$ cat src/rtl/dbar_pkg.sv
package dbar_pkg;

  typedef enum logic [1:0] {
    ST_IDLE = 2'd0,
    ST_SIG  = 2'd1,
    ST_WAIT = 2'd2,
    ST_FIN  = 2'd3
  } dbar_state_e;

  // participant that receives the round-k signal from participant i
  function automatic int dbar_partner(int i, int k, int p);
    return (i + (1 << k)) % p;
  endfunction

  // participant whose round-k signal lands on participant j
  function automatic int dbar_writer(int j, int k, int p);
    int found;
    found = 0;
    for (int m = 0; m < p; m++) begin
      if (dbar_partner(m, k, p) == j) found = m;
    end
    return found;
  endfunction

endpackage

$ cat src/rtl/dbar_flag_bank.sv
module dbar_flag_bank
  import dbar_pkg::*;
#(
  parameter int P  = 5,
  parameter int R  = 3,
  parameter int RW = 2
) (
  input  logic                          clk,
  input  logic                          rst_n,
  input  logic [P-1:0]                  sig_en,
  input  logic [P-1:0][RW-1:0]          sig_round,
  input  logic [P-1:0]                  sig_par,
  input  logic [P-1:0]                  sig_val,
  output logic [1:0][P-1:0][R-1:0]      flags
);

  // every flag bit has a single statically known writer
  always_ff @(posedge clk or negedge rst_n) begin
    if (!rst_n) begin
      flags <= '0;
    end else begin
      for (int b = 0; b < 2; b++) begin
        for (int j = 0; j < P; j++) begin
          for (int k = 0; k < R; k++) begin
            if (sig_en[dbar_writer(j, k, P)] &&
                sig_round[dbar_writer(j, k, P)] == RW'(k) &&
                sig_par[dbar_writer(j, k, P)] == b[0]) begin
              flags[b][j][k] <= sig_val[dbar_writer(j, k, P)];
            end
          end
        end
      end
    end
  end

  // a flag changes only after its modular source signalled that round and bank
  for (genvar gb = 0; gb < 2; gb++) begin : g_chk_b
    for (genvar gj = 0; gj < P; gj++) begin : g_chk_j
      for (genvar gk = 0; gk < R; gk++) begin : g_chk_k
        localparam int SRC = dbar_writer(gj, gk, P);
        a_r2_flag_source: assert property (@(posedge clk) disable iff (!rst_n)
          !$stable(flags[gb][gj][gk]) |->
            $past(sig_en[SRC] && sig_round[SRC] == RW'(gk) && sig_par[SRC] == 1'(gb)));
      end
    end
  end

endmodule

$ cat src/rtl/dbar_agent.sv
module dbar_agent
  import dbar_pkg::*;
#(
  parameter int R  = 3,
  parameter int RW = 2
) (
  input  logic                 clk,
  input  logic                 rst_n,
  input  logic                 arrive,
  input  logic [1:0][R-1:0]    own_flags,
  output logic                 done,
  output logic                 sig_en,
  output logic [RW-1:0]        sig_round,
  output logic                 sig_par,
  output logic                 sig_val
);

  dbar_state_e       state_q;
  logic [RW-1:0]     round_q;
  logic              par_q;
  logic              sense_q;

  // named internal events
  logic flag_sel;
  logic flag_match;
  logic round_pass;
  logic last_round;
  logic start_ok;

  always_comb begin
    flag_sel = 1'b0;
    for (int k = 0; k < R; k++) begin
      if (round_q == RW'(k)) flag_sel = own_flags[par_q][k];
    end
  end

  assign flag_match = (flag_sel == sense_q);
  assign round_pass = (state_q == ST_WAIT) && flag_match;
  assign last_round = (round_q == RW'(R - 1));
  assign start_ok   = arrive && (state_q == ST_IDLE || state_q == ST_FIN);

  always_ff @(posedge clk or negedge rst_n) begin
    if (!rst_n) begin
      state_q <= ST_IDLE;
      round_q <= '0;
      par_q   <= 1'b0;
      sense_q <= 1'b1;
    end else begin
      case (state_q)
        ST_IDLE: begin
          if (start_ok) begin
            state_q <= ST_SIG;
            round_q <= '0;
          end
        end
        ST_SIG: state_q <= ST_WAIT;
        ST_WAIT: begin
          if (round_pass) begin
            if (last_round) begin
              state_q <= ST_FIN;
            end else begin
              state_q <= ST_SIG;
              round_q <= round_q + RW'(1);
            end
          end
        end
        default: begin
          par_q <= ~par_q;
          if (par_q) sense_q <= ~sense_q;
          round_q <= '0;
          state_q <= start_ok ? ST_SIG : ST_IDLE;
        end
      endcase
    end
  end

  assign done      = (state_q == ST_FIN);
  assign sig_en    = (state_q == ST_SIG);
  assign sig_round = round_q;
  assign sig_par   = par_q;
  assign sig_val   = sense_q;

  // no progress while the own flag lacks the current sense
  a_r3_hold_until_flag: assert property (@(posedge clk) disable iff (!rst_n)
    (state_q == ST_WAIT && !flag_match) |=> (state_q == ST_WAIT && $stable(round_q)));

  // done is a single-cycle pulse
  a_r4_done_single: assert property (@(posedge clk) disable iff (!rst_n)
    done |=> !done);

  // inside the barrier an agent never drops back to idle
  a_r6_busy_holds: assert property (@(posedge clk) disable iff (!rst_n)
    (state_q == ST_SIG || state_q == ST_WAIT) |=> (state_q != ST_IDLE));

  // bank parity alternates at every completed episode
  a_r7_parity_flips: assert property (@(posedge clk) disable iff (!rst_n)
    done |=> (par_q != $past(par_q)));

endmodule

$ cat src/rtl/dbar_net.sv
module dbar_net
  import dbar_pkg::*;
#(
  parameter int P = 5
) (
  input  logic         clk,
  input  logic         rst_n,
  input  logic [P-1:0] arrive,
  output logic [P-1:0] done
);

  localparam int R  = (P > 1) ? $clog2(P) : 1;
  localparam int RW = (R > 1) ? $clog2(R) : 1;

  logic [P-1:0]             sig_en;
  logic [P-1:0][RW-1:0]     sig_round;
  logic [P-1:0]             sig_par;
  logic [P-1:0]             sig_val;
  logic [1:0][P-1:0][R-1:0] flags;

  dbar_flag_bank #(.P(P), .R(R), .RW(RW)) u_flags (
    .clk       (clk),
    .rst_n     (rst_n),
    .sig_en    (sig_en),
    .sig_round (sig_round),
    .sig_par   (sig_par),
    .sig_val   (sig_val),
    .flags     (flags)
  );

  for (genvar g = 0; g < P; g++) begin : g_agent
    dbar_agent #(.R(R), .RW(RW)) u_agent (
      .clk       (clk),
      .rst_n     (rst_n),
      .arrive    (arrive[g]),
      .own_flags ({flags[1][g], flags[0][g]}),
      .done      (done[g]),
      .sig_en    (sig_en[g]),
      .sig_round (sig_round[g]),
      .sig_par   (sig_par[g]),
      .sig_val   (sig_val[g])
    );
  end

  // nothing is past the barrier in the first cycle after reset
  a_r8_quiet_after_reset: assert property (@(posedge clk)
    $rose(rst_n) |-> (done == '0));

endmodule

$ cat config.mk
export PLATFORM = sky130hd
export DESIGN_NAME = dbar_net
export DESIGN_NICKNAME = d
export VERILOG_FILES = /design/src/rtl/dbar_pkg.sv /design/src/rtl/dbar_flag_bank.sv /design/src/rtl/dbar_agent.sv /design/src/rtl/dbar_net.sv
export SDC_FILE = /design/constraint.sdc
export NUM_CORES = 1
export LEC_CHECK = 0
export CAP_MARGIN = 5
export CORE_AREA = 2 2 140 74
export DETAILED_ROUTE_END_ITERATION = 16
export DIE_AREA = 0 0 142 76
export DONT_BUFFER_PORTS = 1
export PLACE_DENSITY = 0.61
export RECOVER_POWER = 50
export SYNTH_ARGS = -nofsm -noshare
export SYNTH_HDL_FRONTEND = slang
export SYNTH_HIERARCHICAL = 1
export SYNTH_SLANG_ARGS = --single-unit
$ cat constraint.sdc
create_clock -name clk -period 1.8 [get_ports clk]
set_input_delay 0.09 -clock clk [delete_from_list [all_inputs] [get_ports clk]]
set_output_delay 0.09 -clock clk [all_outputs]
set_load 0.005 [all_outputs]
==> key figures, run 1 <==
Power and ir drop
  • Pwr dens: 1750 mW/mm2
  • Leak: 0.00209 uW
  • Peak supply drop: 0.799 mV

Timing
  • Final Hold Viols: 0
  • Clock Skew: 0.00580 ns
  • Setup slack after layout: 0.0636 ns
  • Measured slew at the worst slew-check pin: 0.840 ns
  • Unrepaired setup endpoints after global routing: true
  • Fin crit share: 0.965
  • Fmax: 0.576 GHz
  • Post-layout min period: 1.74 ns
  • Final setup viols: 0
  • Max transition margin: 0.440
  • Final hold slack: 0.0330 ns
  • Max-slew violations: 0

Clock network
  • Clk buf depth: 2
  • Clock root cell: clkbuf_16
  • H-tree depth: 3
  • # clock sinks: 60
  • CTS tree: built
  • Clock slew at reported path FFs: 0.05 ns
  • TritonCTS buffer count: 9
  • Clk_lat worst skew: 0.33 ns

Floorplanning
  • Initial Util: 0.403
  • Ports: 12
  • Chip height: 76 um
  • Die area: 0.0108 mm2
  • Row count: 26
  • Core area: 0.00973 mm2
  • Die width: 142 um

Global route
  • Largest net degree at the start of global routing: 61
  • Total gr overflow: 0
  • Initial antenna violation count: 0
  • First-pass GRT wire length: 12.2 mm
  • Vias in the first global route: 2381
  • GRT Overall Usage: 0.145

Placement
  • GP Congestion: 0.771
  • Worst slack, placed: 0.00375 ns
  • DP Wirelength: 5.14 mm
  • Port bufs: 0

Worst setup path
  • CP max FO: 3
  • Crit path launch type: flop
  • Buf/Inv on CP: 1
  • CP Capture Type: flop
  • Worst Path Arrival: 1.94 ns
  • Slowest-stage cell, CP: dfrtp_1
  • CP required: 2.01 ns
  • Type of the worst setup path: reg2reg
  • Top Family by Delay on Critical Path: flip-flops
  • Cell breakdown of the critical path: ha_1 > nand2b_1 > o22ai_2 > xnor2_1 > buf_4 > o21ai_4 > mux2_4
  • Max incr delay on CP: 0.40 ns

Run status
  • Outcome: complete, no violations

Worst hold path
  • HP Class: in2reg

Finish
  • Synth-to-Final Area Change: 18.6%
  • Share of cells above drive strength 1: 0.349
  • # nets final: 392
  • Most frequent cells in the layout: 51 x dfrtp_1, 32 x ha_1, 28 x inv_1
  • Ant diodes: 0
  • Commonest non-fill, non-tap cell in the layout: dfrtp_1
  • Fillers: 852

Route
  • DR DRC count: 0
  • Vias: 2409
  • Highest routed layer: met4
  • Met3 WL: 238 um
  • WL met2: 2.92 mm
  • Drt pass-1 iters: 5
  • First-iteration detailed-routing DRC count: 111
  • Via density: 5.01
  • Wire per inst: 15.1 um
  • M1 wire length: 4.08 mm
  • Antenna violation net count after detailed routing: 0
  • WL final: 7.27 mm

Synthesis
  • Post-Syn Nets: 357
  • Area of the mapped netlist: 0.00392 mm2
  • Avg Inst Size Synth: 12.4 um2
  • Post-synth cell types: 26
  • Synthesis Warnings: 6
  • FF+latch count, synth: 60
  • Seq/Total Area, Yosys: 0.385
  • Cells after Synth: 315

Flow run
  • Max-cap violations: 0
==> through the flow <==
step	power, uW	setup TNS [ns]	instances	instance area, um2	util
global route	8750	-0.0128	481	4640	0.477
global placement	6070	0	461	4210	0.432
finish	8130	0	481	4640	0.477
CTS	7880	0	480	4530	0.466
detailed placement	6160	0	461	4210	0.432
floorplan	5240	0	315	3920	-
==> flip-flops by register name, summed over array words and instances (netlist names) <==
register and cells:
g_agent.u_agent/sig_par 5, g_agent.u_agent/sig_round 10, g_agent.u_agent/sig_val 5, u_flags/flags 30, g_agent.u_agent/state_q 10
==> tightest hold or removal path, stage by stage <==
cell and delay (ns):
inv_1 0.03, o21ai_0 0.07, o31ai_1 0.06, mux2i_1 0.06
==> worst paths after layout <==
check / from / to / slack (ns) / cells after the start
worst max-delay path: g_agent[0].u_agent/sig_round[0] / g_agent[0].u_agent/state_q[1] / 0.06 / 7
worst max register to register: g_agent[0].u_agent/sig_round[0] / g_agent[0].u_agent/state_q[1] / 0.06 / 7
worst min-delay path: arrive[4] / g_agent[4].u_agent/state_q[0] / 0.03 / 4
min in group asynchronous: rst_n / g_agent[3].u_agent/state_q[1] / 0.42 / 2
worst min register to register: u_flags/flags[17] / u_flags/flags[17] / 0.50 / 1
max in group asynchronous: rst_n / g_agent[1].u_agent/sig_round[0] / 0.76 / 2
==> cell type report <==
class	instances	area, um2	area share
multi-input cells	220	2350	0.506
flip-flops and latches	60	1510	0.326
clock buffers	15	278	0.0598
repair buffers	29	228	0.0490
well taps	126	158	0.0340
inverters	30	113	0.0243
clock inverters	1	5.00	0.00108
==> cell usage after synthesis <==
library cell | count | area (um2)
nand2b_1 | 10 | 62.6
nor2_1 | 5 | 18.8
a31oi_4 | 5 | 106
nor4_1 | 5 | 31.3
dfstp_2 | 5 | 131
xnor2_1 | 15 | 131
a22o_1 | 5 | 43.8
mux2i_1 | 25 | 250
nor4b_2 | 5 | 75.1
and4bb_1 | 15 | 188
ha_1 | 35 | 438
a21oi_1 | 5 | 25.0
o21ai_0 | 5 | 25.0
o31ai_1 | 5 | 37.5
xor2_1 | 5 | 43.8
inv_1 | 30 | 113
mux2_2 | 15 | 169
o21ai_2 | 5 | 43.8
nand4b_1 | 10 | 87.6
nand2_1 | 10 | 37.5
nor2b_1 | 5 | 31.3
mux2_4 | 20 | 300
buf_6 | 5 | 56.3
dfrtp_1 | 55 | 1380
o211ai_2 | 5 | 62.6
o22ai_1 | 5 | 31.3
==> per-layer routing <==
metal  vias up  track usage
li1       1209            -
met1      1175        0.223
met2        21        0.190
met3         4       0.0478
met4         0       0.0420
met5         -            0
==> timing repair <==
action                                  in CTS  in global routing
pin swaps                                    0                 10
endpoints found under the setup margin       1                 11
hold buffers                                 2                  0
setup buffers                                1                  2
endpoints found under the hold margin       60                  0
cloned                                       0                  0
gates resized for setup                      0                 28
==> report_power, final <==
part | switching [uW] | internal, uW
registers | 580 | 1910
clock network | 583 | 1040
logic | 1870 | 2140
total | 3030 | 5090
==> logic make-up (layout without fill, tap and decap cells) <==
family	Yosys count	count (layout)	share of synthesized area
simple gates	65	65	0.136
mux	60	60	0.184
flops	60	60	0.385
compound gates	40	40	0.0958
fa+ha+maj	35	35	0.112
buf+inv	35	75	0.0431
xor+xnor	20	20	0.0447
Note: power is estimated with default switching activity, not from simulation.
==> run 2, diff against run 1 <==
--- a/config.mk
+++ b/config.mk
@@ -6,11 +6,12 @@
 export NUM_CORES = 1
 export LEC_CHECK = 0
 export CAP_MARGIN = 5
-export CORE_AREA = 2 2 140 74
+export CORE_AREA = 2 2 120 64
+export CTS_BUF_LIST = sky130_fd_sc_hd__clkbuf_8 sky130_fd_sc_hd__clkbuf_16
 export DETAILED_ROUTE_END_ITERATION = 16
-export DIE_AREA = 0 0 142 76
+export DIE_AREA = 0 0 122 66
 export DONT_BUFFER_PORTS = 1
-export PLACE_DENSITY = 0.61
+export PLACE_DENSITY = 0.78
 export RECOVER_POWER = 50
 export SYNTH_ARGS = -nofsm -noshare
 export SYNTH_HDL_FRONTEND = slang
==> run 2 against run 1 <==
  * Via count increased by 3.3%
  * Final area about the same
  * Combinational power about the same
  * Maximum frequency fell by 2.2%
  * Global-route usage rose by 5.9 points
  * Sequential share of layout area fell by 0.080 points
  * Die area shrank 25%
  * Largest cell class unchanged
==> key figures, run 2 (synthesis results as in run 1) <==
Route
  • Antenna violation net count after detailed routing: 0 (unchanged)
  • WL final: 7.41 mm (+1.9%)
  • DR DRC count: 0 (unchanged)
  • Via density: 5.50 (+9.9%)
  • First-iteration detailed-routing DRC count: 134 (+21%)
  • Vias: 2488 (+3.3%)
  • Drt pass-1 iters: 4 (-1)
  • Wire per inst: 16.4 um (+8.4%)

Finish
  • Share of cells above drive strength 1: 0.340 (-0.00941)
  • Ant diodes: 0 (unchanged)
  • Most frequent cells in the layout: 53 x dfrtp_1, 33 x ha_1, 29 x inv_1
  • Fillers: 519 (-39%)
  • Largest register FFs: 30 (unchanged)
  • Design Area, Final: 0.00465 mm2 (about the same)
  • Synth-to-Final Area Change: 18.7% (about the same)
  • # nets final: 393 (+0.26%)
  • Most flop-heavy register: u_flags/flags
  • Commonest non-fill, non-tap cell in the layout: dfrtp_1

Floorplanning
  • Ports: 12 (unchanged)
  • Chip height: 66 um (-13%)
  • Row count: 22 (-15%)
  • Die area: 0.00805 mm2 (-25%)
  • Initial Util: 0.558 (+0.155)
  • Die width: 122 um (-14%)
  • Core area: 0.00702 mm2 (-28%)

Worst setup path
  • FF-to-FF path depth: 5 (-2)
  • Crit path launch type: flop
  • CP required: 2.00 ns (about the same)
  • CP Capture Type: flop
  • R2r setup slk: 0.02 ns (-0.04 ns)
  • CP max FO: 4 (+1)
  • Type of the worst setup path: reg2reg
  • Worst Path Arrival: 1.98 ns (+0.04 ns)

Placement
  • GP Congestion: 0.831 (+7.7%)
  • Port bufs: 0 (unchanged)
  • Placed inst area: 0.00415 mm2 (-1.2%)
  • DP Wirelength: 5.12 mm (-0.39%)

Timing
  • Post-layout min period: 1.78 ns (+0.0398 ns)
  • Clock Skew: 0.00309 ns (-0.00271 ns)
  • Measured slew at the worst slew-check pin: 0.809 ns (-0.0314 ns)
  • Fmax: 0.563 GHz (-2.2%)
  • Max transition margin: 0.461 (+0.0210)
  • Final setup viols: 0 (unchanged)
  • Fin crit share: 0.987 (+0.0221)
  • Unrepaired setup endpoints after global routing: true
  • Max-slew violations: 0 (unchanged)
  • Final Hold Viols: 0 (unchanged)
  • TNS Setup: 0 ns (unchanged)

Global route
  • Largest net degree at the start of global routing: 61 (unchanged)
  • First-pass GRT wire length: 12.5 mm (+2.9%)
  • Total gr overflow: 0 (unchanged)
  • GRT Overall Usage: 0.204 (+0.0593)
  • Vias in the first global route: 2547 (+7.0%)
  • Initial antenna violation count: 0 (unchanged)

Worst hold path
  • Hold Path Depth: 4 (unchanged)
  • HP Class: in2reg

Clock network
  • Clock root cell: clkbuf_16
  • TritonCTS buffer count: 9 (unchanged)
  • Clk_lat worst skew: 0.32 ns (about the same)
  • H-tree depth: 3 (unchanged)
  • # clock sinks: 60 (unchanged)
  • Clock slew at reported path FFs: 0.05 ns (about the same)
  • CTS tree: built
  • Clk buf depth: 2 (unchanged)

Power and ir drop
  • Peak supply drop: 0.910 mV (+14%)
  • Leak: 0.00214 uW (+2.1%)
  • Pwr dens: 1810 mW/mm2 (+3.7%)

Run status
  • Outcome: complete, no violations

Flow run
  • Max-cap violations: 0 (unchanged)
==> run 2: cell types whose count changed in the layout (fill, tap and decap cells not counted), moves of 3 or more <==
| cell | delta |
|---|---|
| buf_4 | +3 |
| clkbuf_1 | -3 |
| mux2i_1 | +4 |
| mux2i_2 | -4 |
==> run 2: area by class of cell <==
type                       count  area (um2)  share of cell area
clock buffer                  12         267              0.0574
clock inverter                 4        70.1              0.0151
inverter                      30         113              0.0242
multi-input combinational    220        2340               0.503
sequential                    60        1510               0.325
tap                           96         120              0.0258
timing repair buffer          30         228              0.0490
==> run 2: final timing paths <==
path / start / end
min in group asynchronous: rst_n / g_agent[0].u_agent/sig_round[1]
max in group asynchronous: rst_n / g_agent[3].u_agent/sig_par
worst min register to register: u_flags/flags[0] / u_flags/flags[0]
worst max-delay path: g_agent[0].u_agent/sig_par / g_agent[0].u_agent/state_q[1]
worst max register to register: g_agent[0].u_agent/sig_par / g_agent[0].u_agent/state_q[1]
worst min-delay path: arrive[4] / g_agent[4].u_agent/state_q[0]
==> run 2: through the flow <==
stage | setup WS [ns] | power, uW | std cells | util | hold WS (ns)
5_1_grt | -0.0511 | 8980 | 452 | 0.662 | 0.0535
4_1_cts | 0.0127 | 8120 | 448 | 0.646 | 0.0272
3_5_place_dp | 0.0135 | 6130 | 429 | 0.592 | -0.203
6_report | 0.0238 | 8430 | 452 | 0.662 | 0.0428
3_3_place_gp | 0.0479 | 5960 | 429 | 0.592 | -0.204
2_1_floorplan | 0.0770 | 5240 | 315 | - | -0.206
==> run 2: worst max-delay path, stage by stage, from the launching register on <==
cell,delay (ns)
dfrtp_1,0.48
mux2i_1,0.33
o22ai_2,0.15
xnor2_2,0.18
o21ai_2,0.20
mux2_4,0.32
==> run 2: where the power goes <==
part | total (uW) | internal, uW | switching [uW]
clock | 1900 | 1320 | 583
sequential | 2500 | 1910 | 590
combinational | 4030 | 2110 | 1920
total | 8430 | 5340 | 3090
==> run 2: what timing repair did <==
action / 4_1_cts / 5_1_grt
buffers inserted: 1 / 4
pin swaps: 0 / 2
hold endpoints to repair: 60 / 0
hold buffers: 2 / 0
setup endpoints to repair: 1 / 13
gates resized for setup: 0 / 19
==> run 2: routing by layer <==
layer  global-route usage  vias to the layer above  wire (um)
li1                     -                     1213          -
met1                0.294                     1235       3840
met2                0.296                       36       3230
met3               0.0690                        4        305
met4               0.0474                        0         39
met5                    0                        -          0
==> run 3, diff against run 2 <==
--- a/config.mk
+++ b/config.mk
@@ -6,12 +6,12 @@
 export NUM_CORES = 1
 export LEC_CHECK = 0
 export CAP_MARGIN = 5
-export CORE_AREA = 2 2 120 64
+export CORE_AREA = 2 2 113 60
 export CTS_BUF_LIST = sky130_fd_sc_hd__clkbuf_8 sky130_fd_sc_hd__clkbuf_16
 export DETAILED_ROUTE_END_ITERATION = 16
-export DIE_AREA = 0 0 122 66
+export DIE_AREA = 0 0 115 62
 export DONT_BUFFER_PORTS = 1
-export PLACE_DENSITY = 0.78
+export PLACE_DENSITY = 0.83
 export RECOVER_POWER = 50
 export SYNTH_ARGS = -nofsm -noshare
 export SYNTH_HDL_FRONTEND = slang
==> constraint.sdc (replaced) <==
create_clock -name clk -period 2.05 [get_ports clk]
set_input_delay 0.1025 -clock clk [delete_from_list [all_inputs] [get_ports clk]]
set_output_delay 0.1025 -clock clk [all_outputs]
set_load 0.005 [all_outputs]
==> run 3 against run 2 <==
  * Clock-buffer cell count is 1 lower
  * Final cell count down 7.7%
  * Combinational power fell by 25%
  * Worst setup slack better by 0.12 ns
  * Maximum frequency decreased by 6.7%
  * Highest routed layer unchanged
==> key figures, run 3 (synthesis results as in run 1) <==
Timing
  • Max transition margin: 0.740 (+0.279)
  • Measured slew at the worst slew-check pin: 0.387 ns (-0.422 ns)
  • TNS Setup: 0 ns (unchanged)
  • Post-layout min period: 1.90 ns (+0.127 ns)
  • Max-slew violations: 0 (unchanged)
  • Fmax: 0.525 GHz (-6.7%)
  • Clock Skew: 0.00620 ns (+0.00311 ns)
  • Final Hold Viols: 0 (unchanged)
  • Unrepaired setup endpoints after global routing: false
  • Final setup viols: 0 (unchanged)
  • Fin crit share: 0.928 (-0.0584)
  • Setup slack after layout: 0.147 ns (+0.123 ns)

Finish
  • Layout Utilization: 0.690 (+0.0277)
  • Share of cells above drive strength 1: 0.255 (-0.0847)
  • Multi-input gate area in the final layout: 0.00225 mm2 (-4.0%)
  • # nets final: 374 (-4.8%)
  • Largest register FFs: 30 (unchanged)
  • Most frequent cells in the layout: 53 x dfrtp_1, 35 x ha_1, 33 x inv_1
  • Synth-to-Final Area Change: 11.1%
  • Ant diodes: 0 (unchanged)
  • Most flop-heavy register: u_flags/flags
  • Fillers: 462 (-11%)
  • Design Area, Final: 0.00435 mm2 (-6.4%)
  • Register area: 0.00151 mm2 (unchanged)
  • Commonest non-fill, non-tap cell in the layout: dfrtp_1
  • Post-Layout Cell Count: 417 (-7.7%)

Floorplanning
  • Chip height: 62 um (-6.1%)
  • Ports: 12 (unchanged)
  • Core area: 0.00631 mm2 (-10%)
  • Initial Util: 0.621 (+0.0631)
  • Row count: 21 (-4.5%)
  • Die width: 115 um (-5.7%)
  • Die area: 0.00713 mm2 (-11%)

Placement
  • DP Wirelength: 5.03 mm (-1.8%)
  • Port bufs: 0 (unchanged)
  • Placed inst area: 0.00403 mm2 (-3.0%)
  • Placed Instances: 399 (-7.0%)
  • GP Congestion: 0.826 (-0.52%)
  • Worst slack, placed: 0.131 ns (+0.117 ns)

Worst setup path
  • Cell breakdown of the critical path: inv_1 > ha_1 > nand2b_1 > o22ai_1 > xnor2_1 > o21ai_2 > mux2_4
  • Buf/Inv on CP: 1 (+1)
  • R2r setup slk: 0.15 ns (+0.12 ns)
  • CP max FO: 8 (+4)
  • CP required: 2.27 ns (+0.27 ns)
  • RR Endpoint: g_agent[2].u_agent/state_q[1]
  • Worst Path Arrival: 2.12 ns (+0.14 ns)
  • Slowest-stage cell, CP: dfrtp_1
  • Top Family by Delay on Critical Path: flip-flops
  • Type of the worst setup path: reg2reg
  • CP Capture Type: flop
  • Max incr delay on CP: 0.48 ns (about the same)
  • FF-to-FF path depth: 7 (+2)
  • Crit path launch type: flop
  • Worst r2r src: g_agent[2].u_agent/sig_round[1]

Power and ir drop
  • Pwr dens: 1530 mW/mm2 (-16%)
  • Flop pwr share: 0.340 (+0.044)
  • Clock network fraction of design power: 0.207 (-0.019)
  • Comb pwr share: 0.453 (-0.025)
  • Peak supply drop: 0.824 mV (-9.4%)
  • Psw: 2560 uW (-17%)
  • Net Sw Frac: 0.385 (+0.0187)
  • Leak: 0.00200 uW (-6.4%)
  • Cell internal pwr: 4090 uW (-24%)

Route
  • Wire per inst: 17.4 um (+6.1%)
  • DR DRC count: 0 (unchanged)
  • Via density: 5.70 (+3.5%)
  • Antenna violation net count after detailed routing: 0 (unchanged)
  • Drt pass-1 iters: 4 (unchanged)
  • WL final: 7.25 mm (-2.1%)
  • First-iteration detailed-routing DRC count: 88 (-34%)
  • Vias: 2375 (-4.5%)

Global route
  • Vias in the first global route: 2368 (-7.0%)
  • Initial antenna violation count: 0 (unchanged)
  • Largest net degree at the start of global routing: 61 (unchanged)
  • First-pass GRT wire length: 11.8 mm (-5.3%)
  • GRT Overall Usage: 0.222 (+0.0180)
  • Total gr overflow: 0 (unchanged)

Worst hold path
  • HP Start: arrive[2]
  • Hold Path Depth: 4 (unchanged)
  • Hold Path Sink: g_agent[2].u_agent/state_q[0]
  • HP Class: in2reg

Clock network
  • Clk_lat worst skew: 0.33 ns (about the same)
  • TritonCTS buffer count: 9 (unchanged)
  • Clock root cell: clkbuf_16
  • Clock slew at reported path FFs: 0.05 ns (about the same)
  • # clock sinks: 60 (unchanged)
  • CTS tree: built
  • H-tree depth: 3 (unchanged)
  • Clk buf depth: 2 (unchanged)

Run status
  • Outcome: complete, no violations

Flow run
  • Max-cap violations: 0 (unchanged)
run 3: cell types whose count changed in the layout (fill, tap and decap cells not counted), sizes merged:
| cell | change |
|---|---|
| buf | -18 |
| bufinv | -2 |
| clkbuf | -2 |
| inv | +3 |
run 3: per-stage QoR:
stage	power [uW]	hold slack, ns
detailed placement	5180	-0.192
global placement	5030	-0.191
finish	6640	0.0436
floorplan	4600	-0.193
global route	7090	0.0507
CTS	6640	0.0321
run 3: power groups by stage:
stage	Combinational (uW)	Clock [uW]	Sequential [uW]
6_report	3010	1380	2260
5_1_grt	3290	1470	2330
4_1_cts	2990	1400	2250
3_5_place_dp	2930	0	2250
3_3_place_gp	2800	0	2230
2_1_floorplan	2550	0	2050
run 3: worst max path at each step:
stage / to / from / depth (start not counted)
floorplan: g_agent[0].u_agent/state_q[1] / g_agent[0].u_agent/sig_round[1] / 7
global placement: g_agent[3].u_agent/state_q[1] / g_agent[3].u_agent/sig_round[1] / 7
detailed placement: g_agent[0].u_agent/state_q[1] / g_agent[0].u_agent/sig_round[1] / 7
CTS: g_agent[0].u_agent/state_q[1] / g_agent[0].u_agent/sig_round[1] / 7
global route: g_agent[2].u_agent/state_q[1] / g_agent[2].u_agent/sig_round[1] / 7
finish: g_agent[2].u_agent/state_q[1] / g_agent[2].u_agent/sig_round[1] / 7
run 3: cell type report:
class / instances / share of cell area
clock buffer: 11 / 0.0581
clock inverter: 5 / 0.00489
inverter: 30 / 0.0259
multi-input combinational: 220 / 0.517
sequential: 60 / 0.347
tap: 80 / 0.0230
timing repair buffer: 11 / 0.0242
run 3: worst register-to-register path: cells and delay by family (launching register included):
kind,cells,cell delay (ns)
mux,1,0.31
xor+xnor,1,0.15
buf+inv,1,0.12
fa+ha+maj,1,0.20
compound gates,2,0.39
flops,1,0.48
simple gates,1,0.14
run 3: layer usage:
layer,share of wire,GRT usage,vias to the layer above
met5,0,0,-
met3,0.040,0.0747,6
met2,0.42,0.323,45
met4,0.0050,0.0568,0
met1,0.53,0.322,1151
li1,-,-,1173
run 3: timing repair:
action	CTS	global route
hold buffers	2	0
buffers inserted	0	0
gates resized for setup	0	3
setup endpoints to repair	0	2
endpoints found under the hold margin	60	0
